**src/rtl/dio_pkg.sv**
```systemverilog
package dio_pkg;
  localparam int unsigned BYTE_W      = 8;
  localparam int unsigned LANES       = 4;
  localparam int unsigned WORD_AW     = 2;
  localparam int unsigned N_WIN_BYTES = LANES * (1 << WORD_AW);
  localparam int unsigned N_OUT_BYTES = 3;
  localparam int unsigned N_IN_BYTES  = 3;
  localparam int unsigned N_COS_BANKS = N_IN_BYTES + 1;

  // window layout (software-visible)
  localparam int unsigned OFS_OUT      = 0;
  localparam int unsigned OFS_IN       = OFS_OUT + N_OUT_BYTES + 1;
  localparam int unsigned OFS_BIDIR_IN = OFS_IN + N_IN_BYTES;
  localparam int unsigned OFS_COS      = OFS_BIDIR_IN + 1;
  localparam int unsigned OFS_CTL      = OFS_COS + N_COS_BANKS;
  localparam int unsigned OFS_COS_EN   = OFS_CTL + 2;
  localparam int unsigned OFS_SRST     = OFS_COS_EN + 1;

  localparam int unsigned CTL_DIR_BIT = 1;

  typedef logic [BYTE_W-1:0] byte_t;
endpackage

```
**src/rtl/dio_sync.sv**
```systemverilog
module dio_sync #(
  parameter int unsigned W      = 32,
  parameter int unsigned STAGES = 2
) (
  input  logic         clk_i,
  input  logic         rst_ni,
  input  logic [W-1:0] d_i,
  output logic [W-1:0] q_o,
  output logic [W-1:0] q_prev_o
);
  logic [STAGES-1:0][W-1:0] stg_q;
  logic [W-1:0]             prev_q;

  always_ff @(posedge clk_i or negedge rst_ni) begin
    if (!rst_ni) begin
      stg_q  <= '0;
      prev_q <= '0;
    end else begin
      stg_q[0] <= d_i;
      for (int s = 1; s < STAGES; s++) stg_q[s] <= stg_q[s-1];
      prev_q <= stg_q[STAGES-1];
    end
  end

  assign q_o      = stg_q[STAGES-1];
  assign q_prev_o = prev_q;
endmodule

```
**src/rtl/dio_cos_bank.sv**
```systemverilog
module dio_cos_bank #(
  parameter int unsigned W = 8
) (
  input  logic         clk_i,
  input  logic         rst_ni,
  input  logic [W-1:0] cur_i,
  input  logic [W-1:0] prev_i,
  input  logic         rise_en_i,
  input  logic         fall_en_i,
  input  logic [W-1:0] clr_i,
  input  logic         srst_i,
  output logic [W-1:0] status_o
);
  logic [W-1:0] rise_w, fall_w, set_w, st_q;

  assign rise_w = cur_i & ~prev_i;
  assign fall_w = ~cur_i & prev_i;
  assign set_w  = (rise_en_i ? rise_w : '0) | (fall_en_i ? fall_w : '0);

  // new edge beats a clear in the same cycle
  always_ff @(posedge clk_i or negedge rst_ni) begin
    if (!rst_ni)     st_q <= '0;
    else if (srst_i) st_q <= '0;
    else             st_q <= (st_q & ~clr_i) | set_w;
  end

  assign status_o = st_q;

  AST_NO_SET_WHEN_DISABLED: assert property (@(posedge clk_i) disable iff (!rst_ni)
    (!rise_en_i && !fall_en_i) |=> ((status_o & ~$past(status_o)) == '0));
  AST_W1C_CLEARS: assert property (@(posedge clk_i) disable iff (!rst_ni)
    (|(clr_i & ~set_w)) |=> ((status_o & $past(clr_i & ~set_w)) == '0));
  AST_EDGE_BEATS_CLEAR: assert property (@(posedge clk_i) disable iff (!rst_ni)
    ((|set_w) && !srst_i) |=> ((status_o & $past(set_w)) == $past(set_w)));
endmodule

```
**src/rtl/dio_cos_ctrl.sv**
```systemverilog
module dio_cos_ctrl
  import dio_pkg::*;
#(
  parameter int unsigned SYNC_STAGES = 2
) (
  input  logic                        clk_i,
  input  logic                        rst_ni,
  input  logic                        bus_we_i,
  input  logic [WORD_AW-1:0]          bus_addr_i,
  input  logic [LANES-1:0]            bus_be_i,
  input  logic [LANES*BYTE_W-1:0]     bus_wdata_i,
  output logic [LANES*BYTE_W-1:0]     bus_rdata_o,
  output logic [N_OUT_BYTES*BYTE_W-1:0] out_o,
  input  logic [N_IN_BYTES*BYTE_W-1:0]  in_i,
  input  logic [BYTE_W-1:0]           bidir_i,
  output logic [BYTE_W-1:0]           bidir_o,
  output logic                        bidir_oe_o,
  output logic                        irq_o
);
  localparam int unsigned IN_W  = N_IN_BYTES * BYTE_W;
  localparam int unsigned PIN_W = N_COS_BANKS * BYTE_W;
  localparam int unsigned N_LAT = N_OUT_BYTES + 1;

  // byte write decode
  logic [N_WIN_BYTES-1:0] bwr;
  byte_t                  bwd [N_WIN_BYTES];

  always_comb begin
    for (int b = 0; b < N_WIN_BYTES; b++) begin
      bwr[b] = bus_we_i && (int'(bus_addr_i) == b / LANES) && bus_be_i[b % LANES];
      bwd[b] = bus_wdata_i[BYTE_W*(b % LANES) +: BYTE_W];
    end
  end

  logic srst;
  assign srst = bwr[OFS_SRST];

  // output latches, control, enables
  byte_t out_q [N_LAT];
  byte_t ctl_q, en_q;

  always_ff @(posedge clk_i or negedge rst_ni) begin
    if (!rst_ni) begin
      for (int i = 0; i < N_LAT; i++) out_q[i] <= '0;
      ctl_q <= '0;
      en_q  <= '0;
    end else if (srst) begin
      for (int i = 0; i < N_LAT; i++) out_q[i] <= '0;
      ctl_q <= '0;
      en_q  <= '0;
    end else begin
      for (int i = 0; i < N_LAT; i++)
        if (bwr[OFS_OUT+i]) out_q[i] <= bwd[OFS_OUT+i];
      if (bwr[OFS_CTL])    ctl_q <= bwd[OFS_CTL];
      if (bwr[OFS_COS_EN]) en_q  <= bwd[OFS_COS_EN];
    end
  end

  for (genvar g = 0; g < N_OUT_BYTES; g++) begin : g_out
    assign out_o[g*BYTE_W +: BYTE_W] = out_q[g];
  end

  assign bidir_oe_o = ctl_q[CTL_DIR_BIT];
  assign bidir_o    = bidir_oe_o ? out_q[N_OUT_BYTES] : '0;

  // input synchronisation
  logic [PIN_W-1:0] pin_s, pin_p;

  dio_sync #(.W(PIN_W), .STAGES(SYNC_STAGES)) u_sync (
    .clk_i    (clk_i),
    .rst_ni   (rst_ni),
    .d_i      ({bidir_i, in_i}),
    .q_o      (pin_s),
    .q_prev_o (pin_p)
  );

  // change-of-state banks
  byte_t            cos_st  [N_COS_BANKS];
  byte_t            cos_clr [N_COS_BANKS];
  logic [PIN_W-1:0] cos_flat;

  for (genvar g = 0; g < N_COS_BANKS; g++) begin : g_cos
    assign cos_clr[g] = bwr[OFS_COS+g] ? bwd[OFS_COS+g] : '0;

    dio_cos_bank #(.W(BYTE_W)) u_bank (
      .clk_i     (clk_i),
      .rst_ni    (rst_ni),
      .cur_i     (pin_s[g*BYTE_W +: BYTE_W]),
      .prev_i    (pin_p[g*BYTE_W +: BYTE_W]),
      .rise_en_i (en_q[g]),
      .fall_en_i (en_q[g+N_COS_BANKS]),
      .clr_i     (cos_clr[g]),
      .srst_i    (srst),
      .status_o  (cos_st[g])
    );

    assign cos_flat[g*BYTE_W +: BYTE_W] = cos_st[g];
  end

  assign irq_o = |cos_flat;

  // read mux
  byte_t rd [N_WIN_BYTES];

  always_comb begin
    for (int b = 0; b < N_WIN_BYTES; b++) rd[b] = '0;
    for (int i = 0; i < N_LAT; i++) rd[OFS_OUT+i] = out_q[i];
    for (int i = 0; i < N_IN_BYTES; i++) rd[OFS_IN+i] = pin_s[i*BYTE_W +: BYTE_W];
    rd[OFS_BIDIR_IN] = bidir_oe_o ? out_q[N_OUT_BYTES] : pin_s[IN_W +: BYTE_W];
    for (int i = 0; i < N_COS_BANKS; i++) rd[OFS_COS+i] = cos_st[i];
    rd[OFS_CTL]    = ctl_q;
    rd[OFS_COS_EN] = en_q;
  end

  always_comb begin
    for (int l = 0; l < LANES; l++)
      bus_rdata_o[l*BYTE_W +: BYTE_W] = rd[int'(bus_addr_i)*LANES + l];
  end

  AST_SRST_CLEARS_STATE: assert property (@(posedge clk_i) disable iff (!rst_ni)
    srst |=> (out_o == '0 && !bidir_oe_o && !irq_o));
  AST_IRQ_FALLS_ON_WRITE: assert property (@(posedge clk_i) disable iff (!rst_ni)
    $fell(irq_o) |-> $past(bus_we_i));
  AST_PINS_QUIET_AS_INPUT: assert property (@(posedge clk_i) disable iff (!rst_ni)
    $past(srst) |-> (bidir_o == '0));
endmodule

```
**config.mk**
```make
export PLATFORM = sky130hd
export DESIGN_NAME = dio_cos_ctrl
export DESIGN_NICKNAME = d
export VERILOG_FILES = /design/src/rtl/dio_pkg.sv /design/src/rtl/dio_sync.sv /design/src/rtl/dio_cos_bank.sv /design/src/rtl/dio_cos_ctrl.sv
export SDC_FILE = /design/constraint.sdc
export NUM_CORES = 1
export LEC_CHECK = 0
export BUFFER_PORTS_ARGS = -buffer_cell sky130_fd_sc_hd__buf_2
export CAP_MARGIN = 10
export CORE_UTILIZATION = 37
export CTS_CLUSTER_DIAMETER = 30
export DETAILED_ROUTE_END_ITERATION = 8
export PLACE_DENSITY = 0.65
export REMOVE_ABC_BUFFERS = 1
export SLEW_MARGIN = 25
export SYNTH_ARGS = -nofsm -noshare
export SYNTH_HDL_FRONTEND = slang
export SYNTH_SLANG_ARGS = --single-unit
```
**constraint.sdc**
```tcl
create_clock -name clk_i -period 1.7 [get_ports clk_i]
set_input_delay 0 -clock clk_i [delete_from_list [all_inputs] [get_ports clk_i]]
set_output_delay 0 -clock clk_i [all_outputs]
set_load 0.05 [all_outputs]
```
* Word level (Yosys, flattened, before mapping)
Index checks and enable logic that the tools add are counted.
Operators by class: $add $sub $neg 3, $lt $le $gt $ge 4, equality and inequality tests 2, multiplexer cells 39, bitwise gates (word level) 36, reductions and logical operators 22
Operator list (number):
- 8-bit two-way mux | 34
- 33-bit by 5-bit >= comparator with 1-bit output (second input constant) | 4
- 8-bit binary-select mux with 4-bit select | 4
- 5-bit NOT with 33-bit output | 3
- 8-bit bitwise AND | 12
- 8-bit NOT | 12
- 8-bit bitwise OR | 8
- 4-bit NOT with 33-bit output | 1
- 32-bit two-way mux | 1
- 32-bit OR reduction | 1
- 1-bit logical AND | 14
- 2-bit nonzero test | 6
- 4-bit by 2-bit adder with 5-bit output (second input constant) | 2
- 4-bit by 1-bit adder with 5-bit output (second input constant) | 1
- 2-bit equality test (second input constant) | 2
- 2-bit zero test | 1
Storage, ports and cells: flip-flop bits (word level) 176, bits of input ports 73, output and inout port bits 66, word-level logic and storage cells 119

* Depth between registers and ports, before layout
depth after elaboration 8, depth in mapped cells 6, mapped depth without buffers 3

* Hierarchy
A second synthesis with hierarchy kept.
Unflattened totals: cells, all modules 622, area, all modules 7592.3 um^2
By module, submodules not included:
- dio_cos_ctrl | times used 1, cells each 322, area an instance 3193.1 um^2, sequential area each 1201.2 um^2
- dio_sync | times used 1, cells each 128, area an instance 2642.5 um^2, sequential area each 2402.3 um^2
- dio_cos_bank | times used 4, cells each 43, area an instance 439.2 um^2, sequential area each 200.2 um^2

* Worst setup path before layout
No wires, ideal clock.
path type reg2out, from reg ctl_q[1], to out bus_rdata_o[24], arrival 2212 ps, required time 1700 ps, slack -512 ps, stages on the path, launching flop included 5, path buffers 1, path through dfrtp_1 -> clkbuf_1 -> and2_1 -> a21oi_1 -> o22ai_1
Between the ends: cells in the longest elaborated chain, start to end 4
Ends and longest elaborated chain:
- from (decl) | line dio_cos_ctrl.sv:40 | byte_t ctl_q, en_q;
- from (signal assigned) | line dio_cos_ctrl.sv:54 | if (bwr[OFS_CTL]) ctl_q <= bwd[OFS_CTL];
- 8-bit two-way mux | line dio_cos_ctrl.sv:109 | rd[OFS_BIDIR_IN] = bidir_oe_o ? out_q[N_OUT_BYTES] : pin_s[IN_W +: BYTE_W];
- 8-bit binary-select mux with 4-bit select | line dio_cos_ctrl.sv:117 | bus_rdata_o[l*BYTE_W +: BYTE_W] = rd[int'(bus_addr_i)*LANES + l];
- 8-bit two-way mux (implied by the code) (2 in series) | line dio_cos_ctrl.sv:117
- to (decl) | line dio_cos_ctrl.sv:12 | output logic [LANES*BYTE_W-1:0] bus_rdata_o,
No other way between the ends. The select of a mux whose other input is x is not followed.

* Worst setup path after layout
from reg g_cos[0].u_bank.st_q[1], to out irq_o
Between the ends: cells in the longest elaborated chain, start to end 1
Ends and longest elaborated chain:
- from (decl) | line dio_cos_bank.sv:14 | logic [W-1:0] rise_w, fall_w, set_w, st_q;
- from (signal assigned) | line dio_cos_bank.sv:24 | else st_q <= (st_q & ~clr_i) | set_w;
- 32-bit OR reduction | line dio_cos_ctrl.sv:100 | assign irq_o = |cos_flat;
- to (decl) | line dio_cos_ctrl.sv:18 | output logic irq_o
No other way between the ends.

==> impl_results.md <==
* Cell total after placement at about 960
* Clock skew at between 0.005 and 0.006 ns
* Pre-Repair DR Iteration Count at 7
* Setup Crit Path Kind: flop to output port
* Count of endpoints failing setup in the final report at 2
* Average wire per cell in the routed design at 18.55 um
* Global routing usage summed across all routing layers at between 20% and 30%
* Chip height at about 140 um
* Root buffer selected by CTS: sky130_fd_sc_hd__clkbuf_16
* Leakage power at 4.372 nW
* Minimum clock period at about 1.8 ns
* Gate count after technology mapping at around 580
* Die Wd at 143.4 um
* Ratio of cells with drive above 1 in the final layout at about a third
* Syn avg cell area at ~13 um2
* Proportion of synthesized chip area in sequential cells at between 50% and 60%
* Cell Pwr Density at 1264 nW/um2
* Antenna diode count at 0
* Critical path launch point type: flop
* Area of the mapped netlist at between 7000 and 8000 um2
* Worst-Skew Late Latency at ~0.44 ns
* Count of clock tree sinks at ~180
* Ranking of synthesized cells by area: sky130_fd_sc_hd__dfrtp_1, sky130_fd_sc_hd__nand3b_1, sky130_fd_sc_hd__mux4_2, sky130_fd_sc_hd__a22o_1, sky130_fd_sc_hd__buf_4
* Outcome: finished with violations
* Post-Route Utilization at between 40% and 50%
* Non-filler cells in the finished layout at 1058
* Post-synthesis cell type with the largest combined area: sky130_fd_sc_hd__dfrtp_1
* Peak supply drop at 724.7 uV
* Overflow left after global routing at 0
* Library cells used by synthesis at 34
* Number of top-level pins at 139
* Count of pins over their slew limit at 0
* Post-CTS clock slew at the launch and capture registers of the worst setup and hold paths at about 0.07 ns
* Number of nets at the end of the flow at about 850
* Layout Area Growth over Synthesis at 31.19%
* Routed Wire Length at 19.62 mm
* Register bit count reported by yosys at approximately 180
* Drt drc at 0
* DR iter-0 viols at approximately 440
* Worst setup margin at -0.1325 ns
* Via-per-instance ratio at 5.193
* Vias in the first global route at between 5000 and 6000
* Data arrival at the endpoint of the critical path at between 1.5 and 2 ns
* Slew Limit Headroom at between 60 and 70%
* Ratio of final minimum period to clock period at 107.8%
* Initial antenna violation count at 1
* Area of the die at a little over 20000 um2
* Area inside the core boundary at ~20000 um2
* Maximum Capacitance Violations at 0
* Starting utilization of the core area at between 30% and 40%
* Number of CTS-inserted buffers at 17
* Pin count of the biggest net entering global routing at 53
* Highest clock rate at about 550 MHz
* Deepest level of the CTS H-tree at 4
* RSZ-0062 raised after global routing: yes
* Critical-path maximum fanout at 2
* Worst-Margin Slew at about 0.52 ns
* Core Rows at slightly above 50
* Half-perimeter wire length of the detailed placement result at 13.32 mm
* CTS tree: done
* CTS max path bufs at 2
* Critical path data required time at approximately 1.7 ns
* Number of input and output port buffers inserted at 138
* Via count of the routed design at roughly 5500
* First-pass GRT wire length at between 30 and 40 mm
* Hold Violations, Final at 0
* Routed Antenna Nets at 0
* Routability-driven placement congestion ratio at 0.8410
* Final Hold Slack at around 0.022 ns
* Violations in the final reports: negative setup slack
* Number of warnings printed during yosys synthesis at 0
* Endpoint class of the critical path: output port
* Portion of synthesized cell area occupied by the leading cell type at around three fifths
* Class of the worst hold path: primary input to flop
==> flip-flops by register name (all words and copies together) (netlist names) <==
| name | flops |
|---|---|
| en_q | 8 |
| g_cos.u_bank.status_o | 32 |
| out_o | 24 |
| out_q | 8 |
| u_sync.stg_q | 32 |
| ctl_q | 8 |
| u_sync.q_prev_o | 32 |
| u_sync.q_o | 32 |
==> cell usage after synthesis <==
library cell,number
sky130_fd_sc_hd__dfrtp_1,176
sky130_fd_sc_hd__nand3b_1,62
sky130_fd_sc_hd__o21ai_0,40
sky130_fd_sc_hd__inv_1,32
sky130_fd_sc_hd__a31oi_1,31
sky130_fd_sc_hd__buf_4,27
sky130_fd_sc_hd__nand2_1,26
sky130_fd_sc_hd__a22o_1,24
sky130_fd_sc_hd__mux2i_1,16
sky130_fd_sc_hd__o31ai_1,16
sky130_fd_sc_hd__mux4_2,13
sky130_fd_sc_hd__buf_2,12
sky130_fd_sc_hd__buf_6,10
sky130_fd_sc_hd__nor2b_1,10
sky130_fd_sc_hd__a21oi_1,9
sky130_fd_sc_hd__and2_1,9
sky130_fd_sc_hd__a22oi_1,8
sky130_fd_sc_hd__nor4_1,8
sky130_fd_sc_hd__o22ai_1,8
sky130_fd_sc_hd__o2bb2ai_1,8
sky130_fd_sc_hd__buf_1,7
sky130_fd_sc_hd__nand4b_1,4
sky130_fd_sc_hd__and4bb_2,3
sky130_fd_sc_hd__clkbuf_1,3
sky130_fd_sc_hd__mux4_1,3
sky130_fd_sc_hd__buf_8,2
sky130_fd_sc_hd__nand4_1,2
sky130_fd_sc_hd__nor2_8,2
sky130_fd_sc_hd__o2111ai_4,2
sky130_fd_sc_hd__and4_4,1
sky130_fd_sc_hd__nand2b_1,1
sky130_fd_sc_hd__nor2_4,1
sky130_fd_sc_hd__o22a_1,1
sky130_fd_sc_hd__or2_2,1
==> repair_timing <==
action | CTS | global route
endpoints found under the setup margin | 11 | 11
resized for setup | 24 | 15
hold buffers | 64 | 0
endpoints found under the hold margin | 275 | 0
pin swaps | 4 | 5
buffers inserted | 3 | 4
==> cells in the final DEF (no fill, tap or decap), types with 14 or more instances in the layout <==
cell                            count
sky130_fd_sc_hd__dfrtp_1          174
sky130_fd_sc_hd__buf_2            127
sky130_fd_sc_hd__dlygate4sd3_1     64
sky130_fd_sc_hd__nand3b_1          62
sky130_fd_sc_hd__buf_4             41
sky130_fd_sc_hd__o21ai_0           40
sky130_fd_sc_hd__inv_1             32
sky130_fd_sc_hd__a31oi_1           31
sky130_fd_sc_hd__nand2_1           26
sky130_fd_sc_hd__a22o_1            24
sky130_fd_sc_hd__clkbuf_16         17
sky130_fd_sc_hd__mux2i_1           16
sky130_fd_sc_hd__o31ai_1           16
sky130_fd_sc_hd__mux4_2            14
==> logic make-up after synthesis <==
group | share of synthesized area (%)
AO/OA/AOI/OAI | 13.66
AND/OR/NAND/NOR | 12.05
flip-flops | 59.50
multiplexers | 7.184
buffers and inverters | 7.607
==> layer usage <==
metal  vias up  part of all wire (%)  wire length, um  track usage (%)
li1       2494                     -                -                -
met1      2801                    45             8743            27.23
met2       163                    48             9505            31.89
met3        34                   4.9              970            4.432
met4         2                   2.0              393            7.111
met5         -                 0.061               12                0
==> power breakdown <==
part           switching (mW)  leakage, nW  total [mW]  internal (mW)
Sequential              0.488         2.09        5.22           4.73
Combinational            1.94         2.00        3.09           1.15
Clock                    1.73        0.287        3.96           2.23
Total                    4.15         4.37        12.3           8.12
==> final cells by class <==
cell class                      count  area, um2
Fill cell                        1773       9816
Sequential cell                   176       4407
Clock inverter                     13      148.9
Tap cell                          265      331.6
Multi-Input combinational cell    309       2502
Timing Repair Buffer              244       1758
Clock buffer                       19      442.9
Inverter                           32      120.1
==> worst max-delay path: stages (launching register included) <==
cell and delay (ns):
sky130_fd_sc_hd__dfrtp_1 0.40, sky130_fd_sc_hd__nor4_2 0.29, sky130_fd_sc_hd__buf_4 0.17, sky130_fd_sc_hd__nand4_1 0.09, sky130_fd_sc_hd__or2_4 0.30, sky130_fd_sc_hd__buf_6 0.16
==> final timing paths <==
path | startpoint | to | slack (ns) | depth (start not counted)
worst min-delay path | bus_wdata_i[24] | g_cos[3].u_bank.status_o[0] | 0.02 | 4
worst max register to register | en_q[3] | g_cos[3].u_bank.status_o[5] | 0.67 | 4
min in group asynchronous | rst_ni | u_sync.q_o[16] | 0.09 | 2
worst min register to register | u_sync.stg_q[8] | u_sync.q_o[8] | 0.34 | 0
worst max-delay path | g_cos[0].u_bank.status_o[1] | irq_o | -0.13 | 5
max in group asynchronous | rst_ni | ctl_q[1] | 1.01 | 3
==> metrics by stage <==
| stage | area (um2) | TNS (ns) | setup WS, ns | power [mW] |
|---|---|---|---|---|
| 6_report | 9711 | -0.1448 | -0.1325 | 12.28 |
| 5_1_grt | 9711 | -0.3421 | -0.2142 | 12.77 |
| 4_1_cts | 9634 | -0.1435 | -0.1326 | 12.27 |
| 3_5_place_dp | 8300 | 0 | 0.1549 | 8.074 |
| 3_3_place_gp | 8300 | 0 | 0.1328 | 8.037 |
| 2_1_floorplan | 6959 | -4.484 | -0.4090 | 7.030 |
No activity file was read; power rests on OpenSTA's default activity.
